**src/rtl/wl_edge_pkg.sv**
```systemverilog
package wl_edge_pkg;

    typedef enum logic [2:0] {
        ST_IDLE,
        ST_REQ,
        ST_WAIT_CNT,
        ST_STEP,
        ST_WAIT_ACK,
        ST_DONE,
        ST_FAIL
    } wl_state_e;

endpackage

```
**src/rtl/wl_lane_judge.sv**
```systemverilog
// Per-lane decision taken when a count burst returns.
module wl_lane_judge #(
    parameter int CW      = 3,
    parameter int PW      = 6,
    parameter int NSAMP   = 5,
    parameter int POS_MAX = 63
) (
    input  logic [CW-1:0] cnt,
    input  logic [PW-1:0] pos,
    input  logic          pass1,
    input  logic          lane_done,
    output logic          hit,
    output logic          need,
    output logic          blocked
);
    localparam logic [CW-1:0] FULL = CW'(NSAMP);
    localparam logic [PW-1:0] TOP  = PW'(POS_MAX);

    always_comb begin
        // pass 0 looks for all-low, pass 1 looks for all-high
        hit     = pass1 ? (cnt == FULL) : (cnt == '0);
        need    = !lane_done && !hit;
        blocked = need && (pass1 ? (pos == TOP) : (pos == '0));
    end
endmodule

```
**src/rtl/wl_lane_pos.sv**
```systemverilog
// Linear position mirror of one lane's strobe delay.
module wl_lane_pos #(
    parameter int PW      = 6,
    parameter int POS_MAX = 63
) (
    input  logic          clk,
    input  logic          rst_n,
    input  logic          load,
    input  logic [PW-1:0] init,
    input  logic          dn,
    input  logic          up,
    output logic [PW-1:0] pos
);
    localparam logic [PW-1:0] TOP = PW'(POS_MAX);

    always_ff @(posedge clk) begin
        if (!rst_n)    pos <= '0;
        else if (load) pos <= init;
        else if (dn)   pos <= pos - PW'(1);
        else if (up)   pos <= pos + PW'(1);
    end

    // the controller never steps below the floor or above the top
    p_dn_above_floor_r7: assert property (@(posedge clk) disable iff (!rst_n)
        dn |-> (pos != '0));
    p_up_below_top_r7: assert property (@(posedge clk) disable iff (!rst_n)
        up |-> (pos != TOP));
endmodule

```
**src/rtl/wl_seq_fsm.sv**
```systemverilog
// Pass sequencing, finished mask and step/ack bookkeeping.
module wl_seq_fsm
    import wl_edge_pkg::*;
#(
    parameter int LANES = 8
) (
    input  logic             clk,
    input  logic             rst_n,
    input  logic             start,
    input  logic             samp_valid,
    input  logic [LANES-1:0] hit,
    input  logic [LANES-1:0] need,
    input  logic [LANES-1:0] blocked,
    input  logic [LANES-1:0] step_ack,
    output logic             pass1,
    output logic [LANES-1:0] done_mask,
    output logic             samp_req,
    output logic [LANES-1:0] step_dn,
    output logic [LANES-1:0] step_up,
    output logic             load,
    output logic             latch,
    output logic             busy,
    output logic             done,
    output logic             err,
    output logic [LANES-1:0] err_lanes
);
    wl_state_e        state_q, state_d;
    logic             pass1_q;
    logic [LANES-1:0] done_q, pend_q, errl_q;
    logic             accept, all_fin, any_blk, eval;

    always_comb begin
        accept  = start && (state_q == ST_IDLE || state_q == ST_DONE || state_q == ST_FAIL);
        all_fin = &(done_q | hit);
        any_blk = |blocked;
        eval    = (state_q == ST_WAIT_CNT) && samp_valid;
    end

    // next state
    always_comb begin
        state_d = state_q;
        unique case (state_q)
            ST_IDLE, ST_DONE, ST_FAIL: if (start) state_d = ST_REQ;
            ST_REQ:                    state_d = ST_WAIT_CNT;
            ST_WAIT_CNT: begin
                if (samp_valid) begin
                    if (any_blk)      state_d = ST_FAIL;
                    else if (all_fin) state_d = pass1_q ? ST_DONE : ST_REQ;
                    else              state_d = ST_STEP;
                end
            end
            ST_STEP:                   state_d = ST_WAIT_ACK;
            ST_WAIT_ACK: if ((pend_q & ~step_ack) == '0) state_d = ST_REQ;
            default:                   state_d = ST_IDLE;
        endcase
    end

    // state register
    always_ff @(posedge clk) begin
        if (!rst_n) state_q <= ST_IDLE;
        else        state_q <= state_d;
    end

    // pass, finished mask, pending acks, error lanes
    always_ff @(posedge clk) begin
        if (!rst_n) begin
            pass1_q <= 1'b0;
            done_q  <= '0;
            pend_q  <= '0;
            errl_q  <= '0;
        end else if (accept) begin
            pass1_q <= 1'b0;
            done_q  <= '0;
            pend_q  <= '0;
            errl_q  <= '0;
        end else if (eval) begin
            if (any_blk) begin
                errl_q <= blocked;
            end else if (all_fin) begin
                if (!pass1_q) begin
                    pass1_q <= 1'b1;
                    done_q  <= '0;
                end else begin
                    done_q  <= '1;
                end
            end else begin
                done_q <= done_q | hit;
                pend_q <= need;
            end
        end else if (state_q == ST_WAIT_ACK) begin
            pend_q <= pend_q & ~step_ack;
        end
    end

    // outputs
    always_comb begin
        samp_req  = (state_q == ST_REQ);
        step_dn   = (state_q == ST_STEP && !pass1_q) ? pend_q : '0;
        step_up   = (state_q == ST_STEP &&  pass1_q) ? pend_q : '0;
        load      = accept;
        latch     = eval && !any_blk && all_fin && pass1_q;
        busy      = !(state_q == ST_IDLE || state_q == ST_DONE || state_q == ST_FAIL);
        done      = (state_q == ST_DONE);
        err       = (state_q == ST_FAIL);
        err_lanes = errl_q;
        pass1     = pass1_q;
        done_mask = done_q;
    end

    // a fresh burst is requested only once every step was acknowledged
    p_req_after_acks_r6: assert property (@(posedge clk) disable iff (!rst_n)
        samp_req |-> (pend_q == '0));
    // finished lanes are never stepped
    p_step_skips_done_r5: assert property (@(posedge clk) disable iff (!rst_n)
        (state_q == ST_STEP) |-> ((pend_q & done_q) == '0));
    // success implies every lane finished pass 1
    p_done_full_mask_r5: assert property (@(posedge clk) disable iff (!rst_n)
        done |-> (&done_q && pass1_q));
    // a failed search is quiet
    p_err_quiet_r7: assert property (@(posedge clk) disable iff (!rst_n)
        err |-> (step_dn == '0 && step_up == '0 && !samp_req && errl_q != '0));
endmodule

```
**src/rtl/wl_result.sv**
```systemverilog
// Final strobe and data-delay registers.
module wl_result #(
    parameter int LANES = 8,
    parameter int PW    = 6,
    parameter int DW    = 7,
    parameter int OFF0  = 39,
    parameter int OFF1  = 32,
    parameter int OFF2  = 42
) (
    input  logic                clk,
    input  logic                rst_n,
    input  logic                load,
    input  logic [1:0]          grade_in,
    input  logic                latch,
    input  logic [LANES*PW-1:0] pos_flat,
    output logic [LANES*PW-1:0] lane_pos,
    output logic [LANES*DW-1:0] lane_dq
);
    logic [1:0]    grade_q;
    logic [DW-1:0] off;

    always_ff @(posedge clk) begin
        if (!rst_n)    grade_q <= '0;
        else if (load) grade_q <= grade_in;
    end

    always_comb begin
        unique case (grade_q)
            2'd1:    off = DW'(OFF1);
            2'd2:    off = DW'(OFF2);
            default: off = DW'(OFF0);
        endcase
    end

    for (genvar i = 0; i < LANES; i++) begin : g_res
        always_ff @(posedge clk) begin
            if (!rst_n) begin
                lane_pos[i*PW +: PW] <= '0;
                lane_dq[i*DW +: DW]  <= '0;
            end else if (latch) begin
                lane_pos[i*PW +: PW] <= pos_flat[i*PW +: PW];
                lane_dq[i*DW +: DW]  <= DW'(pos_flat[i*PW +: PW]) + off;
            end
        end
    end
endmodule

```
**src/rtl/wl_edge_finder.sv**
```systemverilog
module wl_edge_finder #(
    parameter int LANES   = 8,
    parameter int NSAMP   = 5,
    parameter int POS_MAX = 63,
    parameter int OFF0    = 39,
    parameter int OFF1    = 32,
    parameter int OFF2    = 42,
    localparam int PW     = $clog2(POS_MAX + 1),
    localparam int CW     = $clog2(NSAMP + 1),
    localparam int OFFM   = (OFF0 > OFF1) ? ((OFF0 > OFF2) ? OFF0 : OFF2)
                                          : ((OFF1 > OFF2) ? OFF1 : OFF2),
    localparam int DW     = $clog2(POS_MAX + OFFM + 1)
) (
    input  logic                clk,
    input  logic                rst_n,
    input  logic                start,
    input  logic [1:0]          grade,
    input  logic [LANES*PW-1:0] init_pos,
    output logic                samp_req,
    input  logic                samp_valid,
    input  logic [LANES*CW-1:0] samp_cnt,
    output logic [LANES-1:0]    step_dn,
    output logic [LANES-1:0]    step_up,
    input  logic [LANES-1:0]    step_ack,
    output logic                busy,
    output logic                done,
    output logic                err,
    output logic [LANES-1:0]    err_lanes,
    output logic [LANES*PW-1:0] lane_pos,
    output logic [LANES*DW-1:0] lane_dq
);
    logic                pass1, load, latch;
    logic [LANES-1:0]    done_mask, hit, need, blocked;
    logic [LANES*PW-1:0] pos_flat;

    for (genvar i = 0; i < LANES; i++) begin : g_lane
        wl_lane_judge #(.CW(CW), .PW(PW), .NSAMP(NSAMP), .POS_MAX(POS_MAX)) u_judge (
            .cnt       (samp_cnt[i*CW +: CW]),
            .pos       (pos_flat[i*PW +: PW]),
            .pass1     (pass1),
            .lane_done (done_mask[i]),
            .hit       (hit[i]),
            .need      (need[i]),
            .blocked   (blocked[i])
        );
        wl_lane_pos #(.PW(PW), .POS_MAX(POS_MAX)) u_pos (
            .clk   (clk),
            .rst_n (rst_n),
            .load  (load),
            .init  (init_pos[i*PW +: PW]),
            .dn    (step_dn[i]),
            .up    (step_up[i]),
            .pos   (pos_flat[i*PW +: PW])
        );
    end

    wl_seq_fsm #(.LANES(LANES)) u_fsm (
        .clk        (clk),
        .rst_n      (rst_n),
        .start      (start),
        .samp_valid (samp_valid),
        .hit        (hit),
        .need       (need),
        .blocked    (blocked),
        .step_ack   (step_ack),
        .pass1      (pass1),
        .done_mask  (done_mask),
        .samp_req   (samp_req),
        .step_dn    (step_dn),
        .step_up    (step_up),
        .load       (load),
        .latch      (latch),
        .busy       (busy),
        .done       (done),
        .err        (err),
        .err_lanes  (err_lanes)
    );

    wl_result #(.LANES(LANES), .PW(PW), .DW(DW),
                .OFF0(OFF0), .OFF1(OFF1), .OFF2(OFF2)) u_res (
        .clk      (clk),
        .rst_n    (rst_n),
        .load     (load),
        .grade_in (grade),
        .latch    (latch),
        .pos_flat (pos_flat),
        .lane_pos (lane_pos),
        .lane_dq  (lane_dq)
    );

    // a burst request never overlaps a step pulse
    p_req_not_with_step_r2: assert property (@(posedge clk) disable iff (!rst_n)
        samp_req |-> (step_dn == '0 && step_up == '0));
endmodule

```
**config.mk**
```make
export PLATFORM = sky130hd
export DESIGN_NAME = wl_edge_finder
export DESIGN_NICKNAME = d
export VERILOG_FILES = /design/src/rtl/wl_edge_pkg.sv /design/src/rtl/wl_lane_judge.sv /design/src/rtl/wl_lane_pos.sv /design/src/rtl/wl_seq_fsm.sv /design/src/rtl/wl_result.sv /design/src/rtl/wl_edge_finder.sv
export SDC_FILE = /design/constraint.sdc
export NUM_CORES = 1
export LEC_CHECK = 0
export CAP_MARGIN = 20
export CORE_UTILIZATION = 55
export DETAILED_ROUTE_END_ITERATION = 12
export PLACE_DENSITY = 0.86
export SLEW_MARGIN = 20
export SYNTH_ARGS = -nofsm -noshare
export SYNTH_HDL_FRONTEND = slang
export SYNTH_SLANG_ARGS = --single-unit
```
**constraint.sdc**
```tcl
create_clock -name clk -period 5.1 [get_ports clk]
set_input_delay 1.02 -clock clk [delete_from_list [all_inputs] [get_ports clk]]
set_output_delay 1.02 -clock clk [all_outputs]
set_load 0.05 [all_outputs]
```
=== After elaboration in Yosys (flattened, before gate mapping) ===
Index checks and enable logic that the tools add are counted.

* Flip-flop bits (word level): 182
* Output and inout port bits: 132
* Logic and storage cells: 224

* $add $sub $neg: 24
* Eq/ne operators: 29
* Muxes and demuxes: 56
* Bitwise gates (word level): 5
* Reduce and logical (&&, ||, !) cells: 80

{| class="wikitable"
|+ Operator list
! operator !! number
|-
| $mux W6 || 24
|-
| $mux W8 || 8
|-
| $add A6 B6 Y7 || 8
|-
| $add A6 B1 Y6 const B || 8
|-
| $eq A6 B6 Y1 const B || 8
|-
| $logic_not A6 Y1 || 8
|-
| $sub A6 B1 Y6 const B || 8
|-
| $eq A3 B3 Y1 const B || 11
|-
| $logic_not A3 Y1 || 9
|-
| $reduce_bool A3 Y1 || 8
|-
| $logic_and A1 B1 Y1 || 23
|-
| $logic_not A1 Y1 || 19
|-
| $mux W3 || 6
|-
| $mux W1 || 16
|-
| $pmux W3 S5 || 1
|-
| $reduce_and A10 Y1 || 1
|-
| $and A8 B8 Y8 || 1
|-
| $logic_not A8 Y1 || 1
|-
| $ne A2 B2 Y1 const B || 4
|-
| $not A8 Y8 || 1
|-
| $or A8 B8 Y8 || 1
|-
| $pmux W4 S2 || 1
|-
| $reduce_and A8 Y1 || 1
|-
| $reduce_or A8 Y1 || 1
|-
| 12 further kinds || 17
|}

=== Longest topological paths before layout ===
Gate-level depths: netlist (run 1).

* Depth in word-level cells: 10
* Gate-level depth with buffers: 14
* Gate-level depth less buffers: 11

=== Hierarchy ===
Synthesis (run 1) repeated with hierarchy kept, for this count alone.

* Cell total of the unflattened synthesis: 1,282
* Area total of the unflattened synthesis: 11,189.5 µm²

{| class="wikitable"
|+ Modules (own cells, without submodules)
! module !! instances !! cells an instance !! area each (µm²) !! seq. area each (µm²)
|-
| wl_result || 1 || 554 || 5,392.7 || 2,122.0
|-
| wl_lane_pos at g_lane[0].u_pos ... || 5 || 56 || 461.7 || 120.1
|-
| wl_seq_fsm || 1 || 194 || 1,495.2 || 560.5
|-
| wl_lane_pos at g_lane[3].u_pos ... || 2 || 58 || 474.2 || 120.1
|-
| wl_lane_judge || 8 || 10 || 70.1 || 0.0
|-
| wl_lane_pos at g_lane[2].u_pos || 1 || 58 || 484.2 || 120.1
|}

=== Worst setup path before layout (run 1) ===
No wires, ideal clock.

* Kind: register to register
* Start: register u_fsm.pass1_q, in the netlist u_fsm.pass1
* End: register g_lane[2].u_pos.pos[4]
* Arrival: 2.801 ns
* Required time: 5.009 ns
* Setup slack: 2.208 ns
* Stages on the path, launching flop included: 15
* Buffers on the path: 6
* Cell sequence: dfxtp_1 > buf_6 > buf_6 > buf_2 > buf_2 > buf_2 > buf_2 > nor2_1 > xor2_1 > ha_1 > or3_1 > nor3_1 > a41oi_1 > or3_1 > a311oi_1

* Longest elaborated chain between the ends: 5

{| class="wikitable"
|+ Ends and longest elaborated chain
! element !! line !! RTL
|-
| start, declared || wl_seq_fsm.sv:28 || <nowiki>logic pass1_q;</nowiki>
|-
| start signal, assigned || wl_seq_fsm.sv:67 || <nowiki>pass1_q <= 1'b0;</nowiki>
|-
| start signal, assigned || wl_seq_fsm.sv:72 || <nowiki>pass1_q <= 1'b0;</nowiki>
|-
| start signal, assigned || wl_seq_fsm.sv:81 || <nowiki>pass1_q <= 1'b1;</nowiki>
|-
| $logic_not A1 Y1 (*) || -- ||
|-
| $logic_and A1 B1 Y1 (*) || wl_seq_fsm.sv:98 || <nowiki>step_dn = (state_q == ST_STEP && !pass1_q) ? pend_q : '0;</nowiki>
|-
| $mux W8 (*) || wl_seq_fsm.sv:98 ||
|-
| named net g_lane[2].u_pos.dn || wl_lane_pos.sv:10 || <nowiki>input logic dn,</nowiki>
|-
| $mux W6 || wl_lane_pos.sv:19 || <nowiki>else if (dn) pos <= pos - PW'(1);</nowiki>
|-
| $mux W6 || wl_lane_pos.sv:18 || <nowiki>else if (load) pos <= init;</nowiki>
|-
| end signal, assigned || wl_lane_pos.sv:18 ||
|-
| end signal, assigned || wl_lane_pos.sv:19 ||
|-
| end signal, assigned || wl_lane_pos.sv:20 || <nowiki>else if (up) pos <= pos + PW'(1);</nowiki>
|-
| end, declared || wl_lane_pos.sv:12 || <nowiki>output logic [PW-1:0] pos</nowiki>
|}

The timed path passes the listed nets; every way through them passes the cells marked *.
A chain may end at the register's enable or synchronous reset.

=== Final worst setup path (run 1) ===
* Start: register u_fsm.state_q[1]
* End: output port step_dn[0]

* Longest elaborated chain between the ends: 3

{| class="wikitable"
|+ Ends and longest elaborated chain
! element !! line !! RTL
|-
| start, declared || wl_seq_fsm.sv:27 || <nowiki>wl_state_e state_q, state_d;</nowiki>
|-
| start signal, assigned || wl_seq_fsm.sv:61 || <nowiki>else state_q <= state_d;</nowiki>
|-
| $eq A3 B2 Y1 || wl_seq_fsm.sv:98 ||
|-
| $logic_and A1 B1 Y1 || wl_seq_fsm.sv:98 ||
|-
| $mux W8 || wl_seq_fsm.sv:98 ||
|-
| end, declared || wl_edge_finder.sv:22 || <nowiki>output logic [LANES-1:0] step_dn,</nowiki>
|}

Every way passes these cells.

==> results.txt, run 1 <==
----------------------------------------------------
[Cells and area]
  Final core utilization ... 71.72%
  Antenna cells ... 0
  Number of nets in the final layout ... 1468
  Share of post-route cells with drive strength above 1 ... 4.613%
  Non-filler cells in the finished layout ... 1569
  Number of fill cells in the layout ... 1356
  Sequential Area ... 3645 sq um
  Area of combinational cells with multiple inputs ... 5667 sq um
  Relative area change from synthesis to final layout ... 26.56%

[Floorplan]
  Width of the die ... 136.0 microns
  Vertical die dimension ... 136.0 microns
  Number of primary I/O pins ... 218
  Total Die Area ... 18490 sq um
  CORE AREA ... 17420 sq um
  Starting density of the core ... 56.67%
  Cell Rows ... 48

[Timing]
  Post-layout worst setup margin ... 0.6227 ns
  Worst relative slew slack ... 32.39%
  Part of the cycle the worst path needs ... 87.79%
  Hold slack final ... 0.4594 ns
  Aggregate negative setup slack ... 0 ns
  Measured slew at the worst slew-check pin ... 1.014 ns
  Final setup violating endpoints ... 0
  Pins over their slew limit ... 0
  Setup repair after global routing missed its margin ... no
  Final critical delay including setup and external delays ... 4.477 ns
  Maximum clock frequency ... 0.2233 GHz
  Final worst clock skew ... 0.005912 ns
  Final hold vios ... 0

[Placed design]
  HPWL reported at the end of detailed placement ... 20560 microns
  Number of I/O port buffers ... 217
  Placed cell count ... 1538
  Final weighted congestion in routability-driven placement ... 0.9198
  Post-Place Setup Slack ... 1.122 ns

[GRT]
  Total routing usage reported by global routing ... 31.06%
  Antenna violations before repair ... 0
  Vias in the first global route ... 8416
  Total grt overflow ... 0
  Wire length of the first global-routing pass ... 44240 microns
  Maximum number of pins on one net before global-route repair ... 112

[Pwr]
  LEAKAGE ... 4.725 nW
  Power density normalized to cell area ... 443.6 nW/um^2
  Maximum VDD drop ... 0.0003974 V

[Setup path]
  Crit path kind ... flip-flop to primary output
  Critical path cell sequence ... nor2b_1 > and2_1 > nand2_1 > nor2_1 > clkdlybuf4s50_1
  Capturing element type of the critical path ... primary output
  Crit path max fanout ... 16
  Critical path arrival ... 3.46 ns
  Critical path startpoint ... u_fsm.state_q[1]
  Worst EP required ... 4.08 ns
  Worst-path cell with the longest stage delay ... clkdlybuf4s50_1
  R2r startpoint ... u_fsm.state_q[1]
  Worst path max stage delay ... 0.90 ns
  Element type at the critical path start ... flip-flop

[Synth]
  Cell Area, Synth ... 9871 sq um
  Post-synth ARST share ... 0%
  Library cells used by synthesis ... 50
  Cell types with the largest area share after synthesis ... dfxtp_1, nand3_1, ha_1
  Synth Instances ... 1198
  Synth Net Count ... 1334
  Library cell with the largest summed area after synthesis ... dfxtp_1
  Syn avg cell area ... 8.239 sq um
  Fraction of the yosys area taken by sequential cells ... 36.91%
  Number of flip-flops and latches in the synthesized netlist ... 182
  Commonest register cell after synthesis ... dfxtp_1
  Count of flip-flops with a built-in enable after synthesis ... 0
  Total number of yosys warnings ... 0
  Area share of the largest cell type after synthesis ... 36.91%

[Drt]
  Vias post-DR ... 9512
  Number of nets with antenna violations after routing ... 0
  Routed WL ... 28470 microns
  Vias per Instance ... 6.062
  Detailed Routing Iterations Pass 1 ... 6
  Drt wl/cell ... 18.14 microns
  DRC viols ... 0
  Number of DRC markers after the initial detailed-route iteration ... 866

[Clock network]
  Clock transition at the registers of the reported paths ... 0.07 ns
  Longest Clk Path Bufs ... 2
  Number of H-tree levels ... 4
  Root Driver ... clkbuf_16
  CTS sink cnt ... 182
  CTS buffer count ... 17
  Number of resized instances in the post-cts repair step ... 0
  Post-CTS setup-driven buffer insertion count ... 0
  CTS tree ... yes
  CTS Hold Bufs ... 0
  Worst-skew pair later-pin latency ... 0.43 ns

[Run status]
  Result of the run ... completed

[Hold path]
  Kind of path behind the tightest hold check ... flip-flop to flip-flop
  Launch point of the worst hold path ... u_fsm.done_mask[7]

[Flow run]
  Max-capacitance violation count ... 0

----------------------------------------------------
[registers in the layout (all words and copies together), names as in the netlist]
signal	flops
u_res.lane_pos	48
u_fsm.done_mask	8
u_fsm.state_q	3
u_res.lane_dq	56
g_lane.u_pos.pos	48
u_fsm.err_lanes	8
u_fsm.pend_q	8
u_fsm.pass1	1
u_res.grade_q	2
[final cells by class]
class	count	share of cell area (%)
Sequential cell	182	29.18
Inverter	9	0.2704
Clock inverter	11	1.192
Tap cell	225	2.254
Multi-Input combinational cell	895	45.36
Timing Repair Buffer	227	18.17
Clock buffer	20	3.576
[final timing paths]
| path | to | slack, ns | depth (start not counted) |
|---|---|---|---|
| max | step_dn[0] | 0.62 | 5 |
| min | u_fsm.done_mask[7] | 0.46 | 2 |
| max reg2reg | g_lane[2].u_pos.pos[4] | 1.39 | 11 |
| min reg2reg | u_fsm.done_mask[7] | 0.46 | 2 |
[worst max-delay path: cells and delay by family, from the launching register on]
| family | cells | cell delay [ns] |
|---|---|---|
| simple gates | 4 | 1.55 |
| flops | 1 | 0.58 |
| buf+inv | 1 | 0.90 |
[cell families (layout without fill, tap and decap cells)]
kind of cell,count (synthesis),count (layout),share of synthesized area [%]
multiplexers,16,16,2.028
buffers and inverters,121,267,5.730
XOR/XNOR,57,57,5.058
AO/OA/AOI/OAI,283,283,18.01
flip-flops,182,182,36.91
adder cells (fa/ha/maj),50,50,6.946
AND/OR/NAND/NOR,489,489,25.31
[metrics by stage]
| stage | area, sq um | total power [mW] |
|---|---|---|
| 2_1_floorplan | 9871 | 3.543 |
| 3_3_place_gp | 11900 | 4.072 |
| 3_5_place_dp | 11900 | 4.146 |
| 4_1_cts | 12490 | 5.509 |
| 5_1_grt | 12490 | 5.868 |
| 6_report | 12490 | 5.541 |
[layout by cell type, fill, tap and decap left out, types with 9 or more instances in the layout]
cell type / count
o21ai_1: 51
xnor2_1: 25
and3_1: 10
o31ai_1: 24
xor2_1: 32
nor2_1: 74
nor3_1: 18
buf_4: 9
a21oi_1: 44
clkbuf_16: 17
nand2_1: 138
or4_1: 14
dfxtp_1: 181
a211oi_1: 24
clkdlybuf4s50_1: 216
and4_1: 11
nand4_1: 10
ha_1: 42
or3_1: 32
a21o_1: 16
o21ai_0: 66
nand3_1: 123
a311oi_1: 18
nor2b_1: 31
[where the power goes]
part           switching [mW]  internal [mW]  total (mW)
clock                   0.568          0.785        1.35
combinational            1.25          0.923        2.18
sequential              0.427           1.59        2.01
[Yosys cell counts (3+ instances only)]
master / instances
nand2_1: 138
mux2i_1: 8
mux2_4: 8
a41oi_1: 8
clkbuf_1: 63
nand4_1: 10
and4_1: 11
a21o_1: 16
a311oi_1: 18
nor2_1: 75
or3_1: 32
buf_2: 23
o21ai_1: 51
buf_4: 16
and3_1: 10
buf_1: 7
ha_1: 42
a32oi_1: 8
a211oi_1: 24
a31oi_1: 8
xnor2_1: 25
buf_6: 3
inv_1: 8
o31ai_1: 24
xor2_1: 32
dfxtp_1: 182
o41ai_1: 8
a21oi_1: 44
or4_1: 14
nor3_1: 18
nor4_1: 8
o21ai_0: 66
fa_1: 8
nand3_1: 123
and4b_1: 8
nor2b_1: 31
[per-layer routing]
metal | GRT usage, % | wire length, microns | vias up
met2 | 48.70 | 12980 | 414
met1 | 41.27 | 12130 | 4450
met3 | 7.681 | 2601 | 49
met5 | 0 | 0 | -
li1 | - | - | 4599
met4 | 11.30 | 754 | 0
No activity file was read; power rests on OpenSTA's default activity.
==> inputs of run 2 (changes only) <==
--- a/config.mk
+++ b/config.mk
@@ -8,8 +8,9 @@
 export CAP_MARGIN = 20
 export CORE_UTILIZATION = 55
 export DETAILED_ROUTE_END_ITERATION = 12
-export PLACE_DENSITY = 0.86
+export PLACE_DENSITY = 0.84
 export SLEW_MARGIN = 20
 export SYNTH_ARGS = -nofsm -noshare
 export SYNTH_HDL_FRONTEND = slang
+export SYNTH_HIERARCHICAL = 1
 export SYNTH_SLANG_ARGS = --single-unit
==> constraint.sdc (replaced) <==
create_clock -name clk -period 5.1 [get_ports clk]
set_input_delay 1.02 -clock clk [delete_from_list [all_inputs] [get_ports clk]]
set_output_delay 1.02 -clock clk [all_outputs]
set_load 0.005 [all_outputs]
==> run 2 against run 1 <==
- cell count rose by 13%
- fmax is 7.2% higher
- routed wire length up 10%
- synthesized cell count up 7.0%
- power is 11% lower
- clock skew grew 0.0047 ns
- first-iteration DRC count fell by 32%
- clock power shrank 4%
==> results.txt, run 2 <==
----------------------------------------------------
[Run status]
  Result of the run ... completed

[Hold path]
  Kind of path behind the tightest hold check ... flip-flop to flip-flop

[Cells and area]
  Top Registers ... u_res/lane_dq: 56 flops, g_lane.u_pos/pos: 48 flops, u_res/lane_pos: 48 flops
  Antenna cells ... 0 (unchanged)
  Relative area change from synthesis to final layout ... 27.71%
  Final core utilization ... 72.47% (+0.75 points)
  Fin area ... 14290 sq um (+14%)
  Most frequent standard cell in the layout excluding fill and tap cells ... clkdlybuf4s50_1
  Register containing the most flip-flops in the final layout ... u_res/lane_dq
  Number of nets in the final layout ... 1645 (+12%)
  Number of fill cells in the layout ... 1474 (+8.7%)
  Sequential Area ... 3645 sq um (unchanged)
  Number of flip-flops under the largest register name ... 56 (unchanged)
  Share of post-route cells with drive strength above 1 ... 7.062% (+2.4 points)
  Area of combinational cells with multiple inputs ... 7078 sq um (+25%)
  Most used cells in the layout excluding fill and tap cells ... clkdlybuf4s50_1, dfxtp_1, a21oi_1
  Non-filler cells in the finished layout ... 1766 (+13%)

[Synth]
  Top cells by count, synth ... dfxtp_1, a21oi_1, nand2_1
  Syn avg cell area ... 8.728 sq um (+5.9%)
  Area share of the largest cell type after synthesis ... 32.56% (-4.4 points)
  Cell Area, Synth ... 11190 sq um (+13%)
  Cell types with the largest area share after synthesis ... dfxtp_1, ha_1, mux2i_1
  Count of flip-flops with a built-in enable after synthesis ... 0 (unchanged)
  Total number of yosys warnings ... 6 (+6)
  Synth Instances ... 1282 (+7.0%)
  Commonest register cell after synthesis ... dfxtp_1
  Library cells used by synthesis ... 68 (+36%)
  Number of flip-flops and latches in the synthesized netlist ... 182 (unchanged)
  Post-synth ARST share ... 0% (unchanged)
  Synth Net Count ... 1439 (+7.9%)
  Library cell with the largest summed area after synthesis ... dfxtp_1
  Top-count cell post-synth ... dfxtp_1
  Fraction of the yosys area taken by sequential cells ... 32.56% (-4.4 points)

[Setup path]
  Crit path kind ... flip-flop to primary output
  Capturing element type of the critical path ... primary output
  Crit path max fanout ... 14 (-2)
  Critical path arrival ... 3.16 ns (-0.30 ns)
  Worst EP required ... 4.08 ns (about the same)
  Element type at the critical path start ... flip-flop

[Placed design]
  Cell Area, Placed ... 13700 sq um (+15%)
  Number of I/O port buffers ... 217 (unchanged)
  Post-Place Setup Slack ... 0.7941 ns (-0.3280 ns)
  Placed cell count ... 1734 (+13%)
  HPWL reported at the end of detailed placement ... 22950 microns (+12%)
  Final weighted congestion in routability-driven placement ... 0.9200 (about the same)

[Timing]
  Worst relative slew slack ... 34.97% (+2.6 points)
  Part of the cycle the worst path needs ... 81.89% (-5.9 points)
  Final setup violating endpoints ... 0 (unchanged)
  Measured slew at the worst slew-check pin ... 0.9674 ns (-0.04665 ns)
  Setup repair after global routing missed its margin ... no
  Final hold vios ... 0 (unchanged)
  Final critical delay including setup and external delays ... 4.176 ns (-0.3010 ns)
  Hold slack final ... 0.4562 ns (-0.003215 ns)
  Final worst clock skew ... 0.01066 ns (+0.004748 ns)
  Aggregate negative setup slack ... 0 ns (unchanged)
  Post-layout worst setup margin ... 0.9237 ns (+0.3010 ns)
  Maximum clock frequency ... 0.2394 GHz (+7.2%)
  Pins over their slew limit ... 0 (unchanged)

[Clock network]
  CTS buffer count ... 17 (unchanged)
  Post-CTS setup-driven buffer insertion count ... 0 (unchanged)
  Clock transition at the registers of the reported paths ... 0.07 ns (about the same)
  Number of H-tree levels ... 4 (unchanged)
  Number of resized instances in the post-cts repair step ... 0 (unchanged)
  CTS sink cnt ... 182 (unchanged)
  Worst-skew pair later-pin latency ... 0.44 ns (about the same)
  Root Driver ... clkbuf_16
  Longest Clk Path Bufs ... 2 (unchanged)
  CTS Hold Bufs ... 0 (unchanged)
  CTS tree ... yes

[GRT]
  Vias in the first global route ... 9570 (+14%)
  Total grt overflow ... 0 (unchanged)
  Wire length of the first global-routing pass ... 49360 microns (+12%)
  Total routing usage reported by global routing ... 30.54% (-0.52 points)
  Maximum number of pins on one net before global-route repair ... 78 (-30%)
  Antenna violations before repair ... 0 (unchanged)

[Drt]
  Vias post-DR ... 10.34k (+8.7%)
  Number of DRC markers after the initial detailed-route iteration ... 592 (-32%)
  DRC viols ... 0 (unchanged)
  Detailed Routing Iterations Pass 1 ... 5 (-1)
  Number of nets with antenna violations after routing ... 0 (unchanged)
  Routed WL ... 31450 microns (+10%)
  Vias per Instance ... 5.857 (-3.4%)
  Drt wl/cell ... 17.81 microns (-1.8%)

[Pwr]
  Power density normalized to cell area ... 345.8 nW/um^2 (-22%)
  Maximum VDD drop ... 0.0002564 V (-35%)
  LEAKAGE ... 5.464 nW (+16%)
  Total power ... 4.942 mW (-11%)

[Floorplan]
  Vertical die dimension ... 144.6 microns (+6.4%)
  Total Die Area ... 20920 sq um (+13%)
  Width of the die ... 144.6 microns (+6.4%)
  CORE AREA ... 19720 sq um (+13%)
  Starting density of the core ... 56.75% (+0.075 points)
  Number of primary I/O pins ... 218 (unchanged)
  Cell Rows ... 51 (+6.3%)

[Flow run]
  Max-capacitance violation count ... 0 (unchanged)

----------------------------------------------------
run 2: worst paths after layout:
check | slack [ns] | depth (start not counted) | endpoint | startpoint
min reg2reg | 0.46 | 2 | u_res/lane_dq[47] | u_res/lane_dq[47]
max reg2reg | 1.46 | 11 | u_res/lane_dq[19] | u_fsm/pass1
min | 0.46 | 2 | u_res/lane_dq[47] | u_res/lane_dq[47]
max | 0.92 | 5 | step_up[4] | u_fsm/state_q[0]
run 2: area by class of cell:
type / count / area share (%)
clock buffer: 23 / 3.415
clock inverter: 9 / 0.6654
inverter: 78 / 2.049
multi-input combinational: 970 / 49.53
sequential: 182 / 25.51
tap: 265 / 2.320
timing repair buffer: 239 / 16.51
run 2: critical path, stage by stage (launching register included):
cell and delay [ns]:
dfxtp_1 0.60, nand2_1 0.10, buf_4 0.21, nor3b_1 0.76
and2_1 0.47, clkdlybuf4s50_1 0.58
run 2: kinds of logic (layout without fill, tap and decap cells):
logic type | after synthesis | after routing | synth area share, %
AOI/OAI and AO/OA | 296 | 296 | 17.50
and+or+nand+nor | 456 | 456 | 23.64
xor gates and xnor gates | 69 | 69 | 5.401
DFF | 182 | 182 | 32.56
muxes | 65 | 65 | 5.815
adders and majority gates | 84 | 84 | 10.21
buffers and inverters | 130 | 349 | 4.875
run 2: routing by layer:
metal / vias to the layer above / GRT usage, % / wire (microns) / share of wire [%]
met2: 437 / 49.60 / 14800 / 47
met5: - / 0 / 0 / 0
met1: 4855 / 40.06 / 13620 / 43
met4: 0 / 12.30 / 860 / 2.7
met3: 57 / 5.265 / 2177 / 6.9
li1: 4994 / - / - / -
run 2: power breakdown:
part | total, mW | switching [mW] | internal (mW)
combinational | 1.79 | 0.981 | 0.806
sequential | 1.86 | 0.317 | 1.54
clock | 1.30 | 0.570 | 0.728
total | 4.94 | 1.87 | 3.07
